### src/rtl/sercfg_pkg.sv
// Shared widths, field positions and latch types for the serial
// configuration register. Assumes the routing flag sits at position 0.
package sercfg_pkg;
    localparam int WORD_BITS = 19;
    localparam int R_BITS    = 14;
    localparam int A_BITS    = 7;
    localparam int N_BITS    = 11;
    localparam int MODE_BITS = 4;
    localparam int CTL_POS   = 0;
    localparam int R_LSB     = CTL_POS + 1;
    localparam int MODE_LSB  = R_LSB + R_BITS;
    localparam int A_LSB     = CTL_POS + 1;
    localparam int N_LSB     = A_LSB + A_BITS;
    localparam int CNT_W     = $clog2(WORD_BITS + 2) + 1;

    typedef struct packed {
        logic cp_hi;
        logic mon_sel;
        logic phase_inv;
        logic pre_small;
    } mode_t;

    typedef struct packed {
        logic [R_BITS-1:0] rdiv;
        mode_t             mode;
    } ref_cfg_t;

    typedef struct packed {
        logic [N_BITS-1:0] ndiv;
        logic [A_BITS-1:0] adiv;
    } cnt_cfg_t;
endpackage

### src/rtl/sercfg_sync.sv
// Multi-flop level synchroniser for a bus of independent asynchronous
// bits. Assumes each bit is quasi-static over several clk periods.
module sercfg_sync #(
    parameter int WIDTH  = 4,
    parameter int STAGES = 2
) (
    input  logic             clk,
    input  logic             rst_n,
    input  logic [WIDTH-1:0] async_i,
    output logic [WIDTH-1:0] sync_o
);
    for (genvar b = 0; b < WIDTH; b++) begin : g_bit
        logic [STAGES-1:0] pipe;
        // Shift the raw bit through STAGES flops.
        always_ff @(posedge clk) begin
            if (!rst_n) pipe <= '0;
            else        pipe <= {pipe[STAGES-2:0], async_i[b]};
        end
        assign sync_o[b] = pipe[STAGES-1];
    end
endmodule

### src/rtl/sercfg_shift.sv
// 19-bit serial shift register with a saturating bit counter.
// Assumes shift_evt and load_evt are never true in the same cycle.
module sercfg_shift
    import sercfg_pkg::*;
(
    input  logic                 clk,
    input  logic                 rst_n,
    input  logic                 shift_evt,
    input  logic                 dat,
    input  logic                 load_evt,
    output logic [WORD_BITS-1:0] word_o,
    output logic                 len_ok_o
);
    localparam logic [CNT_W-1:0] CNT_MAX  = '1;
    localparam logic [CNT_W-1:0] CNT_WORD = CNT_W'(WORD_BITS);

    logic [CNT_W-1:0] bit_cnt;

    // Shift a new bit in at position 0 on each serial clock event.
    always_ff @(posedge clk) begin
        if (!rst_n)         word_o <= '0;
        else if (shift_evt) word_o <= {word_o[WORD_BITS-2:0], dat};
    end

    // Count shifted bits since the last load; saturate at the top.
    always_ff @(posedge clk) begin
        if (!rst_n)                              bit_cnt <= '0;
        else if (load_evt)                       bit_cnt <= '0;
        else if (shift_evt && bit_cnt != CNT_MAX) bit_cnt <= bit_cnt + 1'b1;
    end

    assign len_ok_o = (bit_cnt == CNT_WORD);

    // a shift and a load never collide
    p_no_collide_r5: assert property (@(posedge clk) disable iff (!rst_n)
        !(shift_evt && load_evt));
endmodule

### src/rtl/sercfg_latch.sv
// Two destination latches fed from one shift word, routed by the flag
// at position 0, with update strobes and a sticky length-error flag.
module sercfg_latch
    import sercfg_pkg::*;
(
    input  logic                 clk,
    input  logic                 rst_n,
    input  logic                 load_evt,
    input  logic [WORD_BITS-1:0] word,
    input  logic                 len_ok,
    output ref_cfg_t             ref_cfg_o,
    output cnt_cfg_t             cnt_cfg_o,
    output logic                 ref_upd_o,
    output logic                 cnt_upd_o,
    output logic                 len_err_o
);
    logic     to_ref;
    ref_cfg_t ref_next;
    cnt_cfg_t cnt_next;

    // Decode both field layouts from the shift word.
    always_comb begin
        to_ref             = word[CTL_POS];
        ref_next.rdiv      = word[R_LSB +: R_BITS];
        ref_next.mode      = mode_t'(word[MODE_LSB +: MODE_BITS]);
        cnt_next.adiv      = word[A_LSB +: A_BITS];
        cnt_next.ndiv      = word[N_LSB +: N_BITS];
    end

    // Reference latch and its strobe.
    always_ff @(posedge clk) begin
        if (!rst_n) begin
            ref_cfg_o <= '0;
            ref_upd_o <= 1'b0;
        end else begin
            ref_upd_o <= load_evt && to_ref;
            if (load_evt && to_ref) ref_cfg_o <= ref_next;
        end
    end

    // Counter latch and its strobe.
    always_ff @(posedge clk) begin
        if (!rst_n) begin
            cnt_cfg_o <= '0;
            cnt_upd_o <= 1'b0;
        end else begin
            cnt_upd_o <= load_evt && !to_ref;
            if (load_evt && !to_ref) cnt_cfg_o <= cnt_next;
        end
    end

    // Sticky flag for loads after a wrong bit count.
    always_ff @(posedge clk) begin
        if (!rst_n)                  len_err_o <= 1'b0;
        else if (load_evt && !len_ok) len_err_o <= 1'b1;
    end

    // never both strobes at once
    p_one_strobe_r6: assert property (@(posedge clk) disable iff (!rst_n)
        $onehot0({ref_upd_o, cnt_upd_o}));
    // strobes last one cycle
    p_ref_pulse_r6: assert property (@(posedge clk) disable iff (!rst_n)
        ref_upd_o |=> !ref_upd_o);
    p_cnt_pulse_r6: assert property (@(posedge clk) disable iff (!rst_n)
        cnt_upd_o |=> !cnt_upd_o);
    // latches hold without their strobe
    p_ref_hold_r5: assert property (@(posedge clk) disable iff (!rst_n)
        !ref_upd_o |-> $stable(ref_cfg_o));
    p_cnt_hold_r5: assert property (@(posedge clk) disable iff (!rst_n)
        !cnt_upd_o |-> $stable(cnt_cfg_o));
    // error flag is sticky
    p_sticky_err_r7: assert property (@(posedge clk) disable iff (!rst_n)
        len_err_o |=> len_err_o);
endmodule

### src/rtl/sercfg_top.sv
// Three-wire configuration register top. Synchronises the serial lines,
// detects clock and load edges in the clk domain, and drives the
// reference and counter latches. Assumes serial levels last >= 3 clks.
module sercfg_top
    import sercfg_pkg::*;
#(
    parameter int SYNC_STAGES = 2
) (
    input  logic              clk,
    input  logic              rst_n,
    input  logic              ser_clk_i,
    input  logic              ser_dat_i,
    input  logic              ser_load_i,
    input  logic              load_inhibit_i,
    output logic [R_BITS-1:0] ref_div_o,
    output logic              pre_small_o,
    output logic              phase_inv_o,
    output logic              mon_sel_o,
    output logic              cp_hi_o,
    output logic [A_BITS-1:0] swallow_o,
    output logic [N_BITS-1:0] main_div_o,
    output logic              ref_upd_o,
    output logic              cnt_upd_o,
    output logic              len_err_o
);
    localparam int NSYNC = 4;

    logic [NSYNC-1:0]     sync_lvl;
    logic                 clk_lvl, dat_lvl, load_lvl, inh_lvl;
    logic                 clk_prev, load_prev;
    logic                 clk_rise, load_rise, shift_evt, load_evt;
    logic [WORD_BITS-1:0] word;
    logic                 len_ok;
    ref_cfg_t             ref_cfg;
    cnt_cfg_t             cnt_cfg;

    sercfg_sync #(.WIDTH(NSYNC), .STAGES(SYNC_STAGES)) u_sync (
        .clk     (clk),
        .rst_n   (rst_n),
        .async_i ({load_inhibit_i, ser_load_i, ser_dat_i, ser_clk_i}),
        .sync_o  (sync_lvl)
    );

    assign {inh_lvl, load_lvl, dat_lvl, clk_lvl} = sync_lvl;

    // Remember previous synchronised levels for edge detection.
    always_ff @(posedge clk) begin
        if (!rst_n) begin
            clk_prev  <= 1'b0;
            load_prev <= 1'b0;
        end else begin
            clk_prev  <= clk_lvl;
            load_prev <= load_lvl;
        end
    end

    assign clk_rise  = clk_lvl && !clk_prev;
    assign load_rise = load_lvl && !load_prev;
    assign shift_evt = clk_rise && !load_lvl;
    assign load_evt  = load_rise && !inh_lvl;

    sercfg_shift u_shift (
        .clk       (clk),
        .rst_n     (rst_n),
        .shift_evt (shift_evt),
        .dat       (dat_lvl),
        .load_evt  (load_evt),
        .word_o    (word),
        .len_ok_o  (len_ok)
    );

    sercfg_latch u_latch (
        .clk       (clk),
        .rst_n     (rst_n),
        .load_evt  (load_evt),
        .word      (word),
        .len_ok    (len_ok),
        .ref_cfg_o (ref_cfg),
        .cnt_cfg_o (cnt_cfg),
        .ref_upd_o (ref_upd_o),
        .cnt_upd_o (cnt_upd_o),
        .len_err_o (len_err_o)
    );

    assign ref_div_o   = ref_cfg.rdiv;
    assign pre_small_o = ref_cfg.mode.pre_small;
    assign phase_inv_o = ref_cfg.mode.phase_inv;
    assign mon_sel_o   = ref_cfg.mode.mon_sel;
    assign cp_hi_o     = ref_cfg.mode.cp_hi;
    assign swallow_o   = cnt_cfg.adiv;
    assign main_div_o  = cnt_cfg.ndiv;

    // reference strobe only for a word whose flag was 1
    p_route_ref_r2: assert property (@(posedge clk) disable iff (!rst_n)
        ref_upd_o |-> $past(word[CTL_POS]));
    // counter strobe only for a word whose flag was 0
    p_route_cnt_r2: assert property (@(posedge clk) disable iff (!rst_n)
        cnt_upd_o |-> !$past(word[CTL_POS]));
    // word is frozen while load is high
    p_freeze_r5: assert property (@(posedge clk) disable iff (!rst_n)
        load_lvl |=> $stable(word));
    // inhibited load raises no strobe
    p_inhibit_r8: assert property (@(posedge clk) disable iff (!rst_n)
        (load_rise && inh_lvl) |=> !(ref_upd_o || cnt_upd_o));
endmodule

### config.mk
export PLATFORM = sky130hd
export DESIGN_NAME = sercfg_top
export DESIGN_NICKNAME = d
export VERILOG_FILES = /design/src/rtl/sercfg_pkg.sv /design/src/rtl/sercfg_sync.sv /design/src/rtl/sercfg_shift.sv /design/src/rtl/sercfg_latch.sv /design/src/rtl/sercfg_top.sv
export SDC_FILE = /design/constraint.sdc
export NUM_CORES = 1
export LEC_CHECK = 0
export ABC_CLOCK_PERIOD_IN_PS = 2300
export BUFFER_PORTS_ARGS = -buffer_cell sky130_fd_sc_hd__buf_2
export CORE_MARGIN = 4
export CORE_UTILIZATION = 40
export DETAILED_ROUTE_END_ITERATION = 6
export SETUP_SLACK_MARGIN = 0.15
export SLEW_MARGIN = 20
export SYNTH_ARGS = -nofsm -noshare
export SYNTH_HDL_FRONTEND = slang
export SYNTH_SLANG_ARGS = --single-unit
### constraint.sdc
create_clock -name clk -period 2.3 [get_ports clk]
set_clock_uncertainty 0.2 [all_clocks]
set_input_delay 0.23 -clock clk [delete_from_list [all_inputs] [get_ports clk]]
set_output_delay 0.23 -clock clk [all_outputs]
set_load 0.01 [all_outputs]
==> run metrics, run 1 <==
Synth Area in XOR/XNOR 0%; Core Area just under 7000 sq um; leading cell type in the layout, fill and taps excluded nand2_1; CP Capture Point u_latch.cnt_cfg_o[8]$_SDFFE_PN0P_; Clock Tree Buf Depth 2; CTS tree yes; DRC errors left 0; hpwl dp 3530 microns; final setup margin 0.452 ns; Comb pwr share under 10%; Pre-Repair DR Iteration Count 4; port buffer count 44; worst path cell trace or4b_1 > nand2_1 > a21boi_0; asr flop ratio synth 0%; register area 1480 sq um; Cell Pwr Density slightly above 700 nW/um^2; start point of the critical path u_sync.g_bit[2].pipe[1]$_SDFF_PN0_; chip width about 91 microns; Hold Fails Final Rpt 0; layout cell share with drive strength beyond 1 between 10% and 20%; DIE AREA about 8400 sq um; VDD IR-drop max about 0.4 mV; fin util about 49%; top_reg_cell synth dfxtp_1; Syn Nets 316; RSZ-0062 raised after global routing false; Starting Density between 40% and 50%; Top Metal Used met4; Via Count 2118; largest family of logic cells by synthesized area simple AND/OR/NAND/NOR gates; Vias/cell between 4 and 5; row cnt 30; EDFF count, synth 0; Slew headroom 54.7%; Worst R2R End u_latch.cnt_cfg_o[8]$_SDFFE_PN0P_; CTS Buf Count 9; # IOs 45; Post-Syn Instances 309; status completed; r2r startpoint u_sync.g_bit[2].pipe[1]$_SDFF_PN0_; Net Switching ~0.51 mW; Crit path largest cell delay around 0.8 ns; Routed WL per cell 12.1 microns; reg2reg path depth 3; H-tree depth 3; WP buf/inv 0; setup TNS 0 ns; Setup Fix Bufs, Post-CTS 0; simple-gate portion of the synthesized area between 20% and 30%; GRT Util Overall about 14%; clock period minus worst slack about 1.8 ns; gpl congestion slightly below 0.7; Switching Share around a fifth; Crit. End Element flip-flop; vias in the first global route 2078; first-pass GRT wire length a little under 10000 microns; length of routed met2 wiring approximately 2500 microns; DR iter-0 viols 89; Avg Inst Size Synth ~9.0 sq um; Hold Path Class input port to flip-flop; CP max stage cell or4b_1; initial antenna violation count 0; WP data arrival ~1.9 ns; Worst Tran Pin Value a little under 0.7 ns; critical path type flip-flop to flip-flop; power share of the clock group roughly 43%; Die Y around 91 microns; Seq cells post-synth 74; max-slew violations 0; Placement Setup Slack around 0.43 ns; portion of netlist area occupied by mux cells less than 1%; CP startpoint kind flip-flop; Syn-to-layout area delta 19.0%; Max Freq about 540 MHz; post-synthesis adder-cell area fraction less than 1%; # setup viols final 0; CP Depth 3; # diodes 0; GRT overflow 0; Leak about 1.2 nW; worst skew pair latency ~0.34 ns; Critical Path Fanout Max 18; Cell Area, Synth roughly 2800 sq um; Distinct cells, synth 30; internal power between 1.5 and 2 mW; multi-input combinational cell area about 1200 sq um; CTS clk-pin slew, worst paths roughly 0.08 ns; Power Total 2.40 mW; Final Non-Filler Cells between 400 and 500; Root Buffer clkbuf_8; FF-to-FF setup slack ~0.45 ns; Post-CTS Resized 0; post-synthesis compound-gate area fraction 16.9%; pin count of the biggest net entering global routing 53; met1 WL ~2800 microns; fillers roughly 680; WL met3 roughly 200 microns; Sequential Power Share around 54%; synth warn 0; Max-Cap Viols 0; Cells after DPL approximately 430; sequential element share of the synthesized area 53.1%; period utilization 80.3%; required time of the worst setup path 2.32 ns; NumNets Final 360; hold_buf cts 4; clock tree sinks 74; final wirelength about 5500 microns; Largest delay share family, worst path simple AND/OR/NAND/NOR gates; post-route ant nets 0; most frequent cells in the layout nand2_1, dfxtp_1, a21boi_0, buf_2, and2_1
-- stage by stage --
step | instance area [sq um] | hold WS, ns
after floorplan | 2790 | 0.157
final | 3320 | 0.125
after CTS | 3320 | 0.109
after global routing | 3320 | 0.142
after detailed placement | 3070 | 0.222
after global placement | 3070 | 0.216
-- flip-flops by register name (all words and copies together), names as in the netlist --
name / count
u_shift.word_o: 19
u_latch.cnt_cfg_o: 18
u_latch.ref_cfg_o: 18
u_sync.g_bit.pipe: 8
u_shift.bit_cnt: 6
clk_prev: 1
load_prev: 1
u_latch.cnt_upd_o: 1
u_latch.len_err_o: 1
u_latch.ref_upd_o: 1
-- area by class of cell --
type	instances	area share, %
clock buffers	12	4.68
clock inverters	4	1.51
inverters	2	0.226
multi-input cells	213	36.0
flip-flops and latches	74	44.6
well taps	96	3.62
repair buffers	53	9.35
-- how the worst min path moves through the flow --
stage	start	to	slack, ns	cells past startpoint
global route	rst_n	u_latch.ref_cfg_o[6]$_SDFFE_PN0P_	0.14	2
detailed placement	u_sync.g_bit[1].pipe[0]$_SDFF_PN0_	u_sync.g_bit[1].pipe[1]$_SDFF_PN0_	0.22	1
finish	rst_n	u_latch.ref_cfg_o[8]$_SDFFE_PN0P_	0.13	2
CTS	rst_n	u_latch.ref_cfg_o[8]$_SDFFE_PN0P_	0.11	2
floorplan	ser_clk_i	u_sync.g_bit[0].pipe[0]$_SDFF_PN0_	0.16	1
global placement	u_sync.g_bit[0].pipe[0]$_SDFF_PN0_	u_sync.g_bit[0].pipe[1]$_SDFF_PN0_	0.22	1
-- cells in the mapped netlist (2+ instances only) --
library cell | number | share of area [%]
a21boi_0 | 44 | 12
nand4bb_1 | 2 | 0.81
a21boi_1 | 11 | 3.0
clkbuf_1 | 11 | 1.5
o21a_1 | 2 | 0.54
buf_4 | 2 | 0.54
nor4b_1 | 3 | 0.94
a41oi_1 | 2 | 0.63
a21oi_1 | 2 | 0.36
nand3_1 | 4 | 0.72
and2_1 | 12 | 2.7
mux2i_1 | 2 | 0.72
buf_2 | 4 | 0.72
a211oi_1 | 2 | 0.54
nand2_1 | 113 | 15
inv_1 | 2 | 0.27
dfxtp_1 | 74 | 53
buf_6 | 3 | 1.2
nor3_1 | 3 | 0.54
-- power by group through the flow --
stage          clock network, mW  registers (mW)  logic (mW)
4_1_cts                     1.05            1.30      0.0814
2_1_floorplan                  0            1.33      0.0578
3_5_place_dp                   0            1.33      0.0762
3_3_place_gp                   0            1.33      0.0762
6_report                    1.02            1.30      0.0798
5_1_grt                     1.12            1.30      0.0894
-- logic make-up (layout without fill, tap and decap cells) --
family / Yosys count / after routing
compound gates: 63 / 63
simple gates: 147 / 147
mux: 2 / 2
flops: 74 / 74
buf+inv: 22 / 71
fa+ha+maj: 1 / 1
-- routing by layer --
layer,global-route usage (%),vias up
met1,18.6,959
met3,3.98,5
met5,0,-
li1,-,1110
met2,22.6,44
met4,6.28,0
Note: power is estimated with default switching activity, not from simulation.
==> run 2, diff against run 1 <==
Settings changed: ABC_CLOCK_PERIOD_IN_PS 2300 to 1530.
Clock period 2.3 ns to 1.53 ns, I/O delays scaled along.
==> run 2 against run 1 <==
Net effect:
- the flow now finishes with violations (negative setup slack)
- die area did not move
- critical path depth did not move
- sequential power rose by 50%
- via count rose by 7.0%
- non-clock buffer count rose by 19
- count of clock-buffer cells in the layout did not move
- global-route usage rose by 0.97 points
- critical path type unchanged
- largest cell class unchanged
- largest power group unchanged
==> run metrics, run 2 (synthesis gave the netlist of run 1 again) <==
hpwl dp 3740 microns (+5.9%); final instance area 3830 sq um (+15%); H-tree depth 3 (unchanged); Root Buffer clkbuf_8; final setup margin -0.0146 ns (-0.467 ns); Biggest register u_shift.word_o; # IOs 45 (unchanged); max-slew violations 0 (unchanged); vias in the first global route 2173 (+4.6%); # setup viols final 7 (+7); Pre-Repair DR Iteration Count 4 (unchanged); Syn-to-layout area delta 37.4%; DR iter-0 viols 77 (-13%); Crit. End Element flip-flop; Hold Fails Final Rpt 0 (unchanged); VDD IR-drop max 0.526 mV (+35%); power share of the clock group 44.9% (+2.4 points); gpl congestion 0.724 (+5.5%); layout cell share with drive strength beyond 1 40.8% (+22 points); post-route ant nets 0 (unchanged); required time of the worst setup path 1.56 ns (-0.76 ns); Max Freq 647 MHz (+20%); clock tree sinks 74 (unchanged); critical path type flip-flop to flip-flop; Die Y 91.5 microns (unchanged); Core Area 6790 sq um (unchanged); initial antenna violation count 0 (unchanged); status complete, but fails checks; GRT Util Overall 15.4% (+0.97 points); Critical Path Fanout Max 7 (-11); row cnt 30 (unchanged); hold path depth 1 (-1); reg2reg path depth 3 (unchanged); pin count of the biggest net entering global routing 36 (-32%); Via Count 2267 (+7.0%); fillers 619 (-9.5%); Comb pwr share 4.6% (+1.3 points); Final Non-Filler Cells 473 (+4.2%); Largest regs u_shift.word_o: 19 flops, u_latch.cnt_cfg_o: 18 flops, u_latch.ref_cfg_o: 18 flops; Switching Share 21.2% (about the same); clock period minus worst slack 1.54 ns (-0.303 ns); # diodes 0 (unchanged); NumNets Final 379 (+5.3%); Net Switching 0.820 mW (+61%); Cell Pwr Density 1010 nW/um^2 (+40%); Max-Cap Viols 0 (unchanged); chip width 91.5 microns (unchanged); period utilization 101% (+21 points); fin util 56.4% (+7.6 points); first-pass GRT wire length 10300 microns (+5.3%); leading cell type in the layout, fill and taps excluded nand2_1; Cells after DPL 446 (+2.8%); Vias/cell 4.79 (+2.7%); CTS clk-pin slew, worst paths 0.07 ns (about the same); Worst Tran Pin Value 0.325 ns (-0.354 ns); port buffer count 44 (unchanged); worst skew pair latency 0.35 ns (about the same); DRC errors left 0 (unchanged); RSZ-0062 raised after global routing true; Sequential Power Share 50.4% (-3.8 points); failing checks negative setup slack; Leak 1.46 nW (+18%); Clock Tree Buf Depth 2 (unchanged); WP data arrival 1.57 ns (-0.30 ns); area post-placement 3200 sq um (+4.3%); Largest register FFs 19 (unchanged); CTS Buf Count 9 (unchanged); Starting Density 41.0% (unchanged); CTS tree yes; Routed WL per cell 13.4 microns (+10%); final wirelength 6330 microns (+15%); CP startpoint kind flip-flop; Slew headroom 78.3% (+24 points); most frequent cells in the layout nand2_1, dfxtp_1, buf_2, nand2_2, a21boi_1; internal power 3.04 mW (+61%); GRT overflow 0 (unchanged); Hold Path Class flip-flop to flip-flop; DIE AREA 8370 sq um (unchanged)
[run 2: final timing paths]
path | startpoint | endpoint | slack, ns
max | u_sync.g_bit[2].pipe[1]$_SDFF_PN0_ | u_shift.bit_cnt[5]$_SDFFE_PP0P_ | -0.01
min | u_sync.g_bit[0].pipe[0]$_SDFF_PN0_ | u_sync.g_bit[0].pipe[1]$_SDFF_PN0_ | 0.24
max reg2reg | u_sync.g_bit[2].pipe[1]$_SDFF_PN0_ | u_shift.bit_cnt[5]$_SDFFE_PP0P_ | -0.01
min reg2reg | u_sync.g_bit[0].pipe[0]$_SDFF_PN0_ | u_sync.g_bit[0].pipe[1]$_SDFF_PN0_ | 0.24
[run 2: critical path, stage by stage, from the launching register on]
cell and delay [ns]:
dfxtp_4 0.38, or3b_4 0.48, nor4b_4 0.28, a211oi_2 0.09
[run 2: area by class of cell]
class                           instances  area [sq um]  area share, %
Tap cell                               96           120           3.14
Inverter                                2          7.51          0.196
Clock inverter                          4          73.8           1.93
Timing Repair Buffer                   72           539           14.1
Clock buffer                           12           155           4.05
Multi-Input combinational cell        213          1440           37.7
Sequential cell                        74          1490           39.0
[run 2: timing repair]
action	4_1_cts	5_1_grt
setup endpoints to repair	63	64
gates cloned	2	3
hold buffers	5	0
pin swaps	12	16
buffers inserted	0	1
endpoints found under the hold margin	11	0
gates resized for setup	42	69
[run 2: per-layer routing]
layer	vias up	track usage, %	wire length, microns
met5	-	0	0
met3	7	4.64	239
met2	40	25.3	2980
met4	0	5.65	92
met1	1068	19.0	3020
li1	1152	-	-
[run 2: power by group through the flow]
stage	Combinational [mW]	Sequential, mW	Clock (mW)
floorplan	0.0898	1.99	0
CTS	0.156	1.95	1.77
global route	0.195	1.95	1.86
finish	0.179	1.95	1.74
global placement	0.133	1.99	0
detailed placement	0.135	1.99	0
[run 2: per-stage QoR]
stage	hold WS [ns]	TNS (ns)	power [mW]	setup slack [ns]
2_1_floorplan	0.0803	-0.0262	2.08	-0.00262
3_3_place_gp	0.160	0	2.13	0.0171
3_5_place_dp	0.163	-0.0114	2.13	-0.0114
4_1_cts	0.238	0	3.87	0.00351
5_1_grt	0.249	-0.917	4.01	-0.0700
6_report	0.237	-0.0438	3.86	-0.0146
==> run 3, diff against run 2 <==
Settings changed: PLACE_DENSITY from default to 0.64.
==> run 3 against run 2 <==
Net effect:
- final cell count fell by 0.85%
- the flow now finishes without violations
- critical path type unchanged
- worst setup slack improved by 0.031 ns
- power fell by 2.5%
- first-iteration DRC count rose by 34%
- non-clock buffer count fell by 4
- via count rose by 0.53%
==> run metrics, run 3 (synthesis gave the netlist of run 1 again) <==
vias in the first global route 2058 (-5.3%); setup TNS 0 ns (+0.0438 ns); period utilization 98.9% (-2.0 points); row cnt 30 (unchanged); worst hold endpoint u_shift.word_o[0]$_SDFFE_PN0P_; gpl congestion 0.762 (+5.2%); CTS Buf Count 9 (unchanged); worst path cell trace or4b_4 > buf_12 > nand2_1 > a21boi_0; DR iter-0 viols 103 (+34%); CTS clk-pin slew, worst paths 0.08 ns (about the same); Die Y 91.5 microns (unchanged); Syn-to-layout area delta 35.1%; final wirelength 6300 microns (-0.46%); Placement Setup Slack -0.0303 ns (-0.0189 ns); Critical Path Fanout Max 18 (+11); # setup viols final 0 (-7); final setup margin 0.0163 ns (+0.0309 ns); chip width 91.5 microns (unchanged); Slew headroom 77.3% (-0.99 points); status completed; hold path depth 2 (+1); r2r startpoint u_sync.g_bit[3].pipe[1]$_SDFF_PN0_; RSZ-0062 raised after global routing true; # IOs 45 (unchanged); Biggest register u_shift.word_o; WP data arrival 1.55 ns (-0.02 ns); Max Freq 661 MHz (+2.0%); Crit. End Element flip-flop; final instance area 3770 sq um (-1.7%); pin count of the biggest net entering global routing 35 (-2.8%); CP max stage cell or4b_4; CTS tree yes; worst skew pair latency 0.35 ns (about the same); register area 1490 sq um (about the same); fin util 55.5% (-0.94 points); Largest regs u_shift.word_o: 19 flops, u_latch.cnt_cfg_o: 18 flops, u_latch.ref_cfg_o: 18 flops; NumNets Final 375 (-1.1%); CP startpoint kind flip-flop; Vias/cell 4.86 (+1.4%); fillers 624 (+0.81%); DRC errors left 0 (unchanged); GRT Util Overall 14.8% (-0.62 points); Core Area 6790 sq um (unchanged); Pre-Repair DR Iteration Count 4 (unchanged); clock period minus worst slack 1.51 ns (-0.0309 ns); Root Buffer clkbuf_8; hpwl dp 3670 microns (-1.7%); layout cell share with drive strength beyond 1 35.9% (-4.9 points); Leak 1.46 nW (+0.55%); Hold Fails Final Rpt 0 (unchanged); multi-input combinational cell area 1400 sq um (-2.8%); leading cell type in the layout, fill and taps excluded nand2_1; Crit path largest cell delay 0.55 ns (+0.07 ns); Clock Tree Buf Depth 2 (unchanged); first-pass GRT wire length 9930 microns (-3.5%); critical path type flip-flop to flip-flop; # diodes 0 (unchanged); Starting Density 41.0% (unchanged); Worst R2R End u_latch.cnt_cfg_o[12]$_SDFFE_PN0P_; FF-to-FF setup slack 0.02 ns (+0.03 ns); area post-placement 3170 sq um (-0.94%); clock tree sinks 74 (unchanged); Hold Path Class flip-flop to flip-flop; reg2reg path depth 4 (+1); post-route ant nets 0 (unchanged); initial antenna violation count 0 (unchanged); Cell Pwr Density 999 nW/um^2 (-0.88%); max-slew violations 0 (unchanged); Worst Tran Pin Value 0.336 ns (+0.0105 ns); H-tree depth 3 (unchanged); port buffer count 44 (unchanged); hold_sp u_sync.g_bit[1].pipe[1]$_SDFF_PN0_; Max-Cap Viols 0 (unchanged); required time of the worst setup path 1.57 ns (about the same); most frequent cells in the layout nand2_1, dfxtp_1, buf_2, a21boi_1, nand2_2; DIE AREA 8370 sq um (unchanged); GRT overflow 0 (unchanged); Largest register FFs 19 (unchanged); Routed WL per cell 13.4 microns (+0.39%); Via Count 2279 (+0.53%); VDD IR-drop max 0.576 mV (+9.6%)
[run 3: worst max-delay path: cells and delay by family, from the launching register on]
family / cells / cell delay [ns]
flip-flops: 1 / 0.35
buffers and inverters: 1 / 0.17
AO/OA/AOI/OAI: 1 / 0.08
AND/OR/NAND/NOR: 2 / 0.61
[run 3: per-stage QoR]
| stage | hold slack [ns] | cells | power, mW |
|---|---|---|---|
| 6_report | 0.230 | 469 | 3.76 |
| 3_3_place_gp | 0.159 | 442 | 2.12 |
| 5_1_grt | 0.254 | 469 | 3.92 |
| 2_1_floorplan | 0.0803 | 309 | 2.08 |
| 4_1_cts | 0.236 | 463 | 3.78 |
| 3_5_place_dp | 0.163 | 442 | 2.12 |
[run 3: how the worst max path moves through the flow]
stage / start / end / slack (ns) / cells past startpoint
6_report: u_sync.g_bit[3].pipe[1]$_SDFF_PN0_ / u_latch.cnt_cfg_o[12]$_SDFFE_PN0P_ / 0.02 / 4
5_1_grt: u_sync.g_bit[2].pipe[1]$_SDFF_PN0_ / u_shift.bit_cnt[0]$_SDFFE_PP0P_ / -0.03 / 3
4_1_cts: u_sync.g_bit[3].pipe[1]$_SDFF_PN0_ / u_latch.cnt_cfg_o[12]$_SDFFE_PN0P_ / 0.0007 / 4
3_5_place_dp: u_sync.g_bit[3].pipe[1]$_SDFF_PN0_ / u_latch.cnt_cfg_o[12]$_SDFFE_PN0P_ / -0.03 / 4
3_3_place_gp: u_sync.g_bit[3].pipe[1]$_SDFF_PN0_ / u_latch.cnt_cfg_o[12]$_SDFFE_PN0P_ / 0.01 / 4
2_1_floorplan: u_sync.g_bit[3].pipe[1]$_SDFF_PN0_ / u_latch.cnt_cfg_o[0]$_SDFFE_PN0P_ / -0.003 / 5
[run 3: repair_timing]
item	CTS	global route
hold endpoints to repair	9	0
gates resized for setup	4	89
setup endpoints to repair	62	64
setup buffers	0	1
cloned	0	5
pin swaps	0	3
hold buffers	5	0
[run 3: area by class of cell]
cell class | count | area share (%)
tap | 96 | 3.19
sequential | 74 | 39.7
clock inverter | 7 | 2.49
multi-input combinational | 213 | 37.2
inverter | 2 | 0.199
timing repair buffer | 68 | 13.9
clock buffer | 9 | 3.29
[run 3: routing by layer]
layer | global-route usage (%) | routed length, microns | share of wire (%) | vias up
li1 | - | - | - | 1147
met1 | 19.3 | 2900 | 46 | 1072
met2 | 23.1 | 2960 | 47 | 48
met3 | 4.56 | 353 | 5.6 | 12
met4 | 5.28 | 82 | 1.3 | 0
met5 | 0 | 0 | 0 | -
[run 3: power by group]
part / leakage, nW / switching, mW / internal, mW / total, mW
Clock: 0.105 / 0.737 / 0.914 / 1.65
Combinational: 0.757 / 0.0788 / 0.0853 / 0.164
Sequential: 0.601 / 0.0111 / 1.94 / 1.95
Total: 1.46 / 0.827 / 2.94 / 3.76
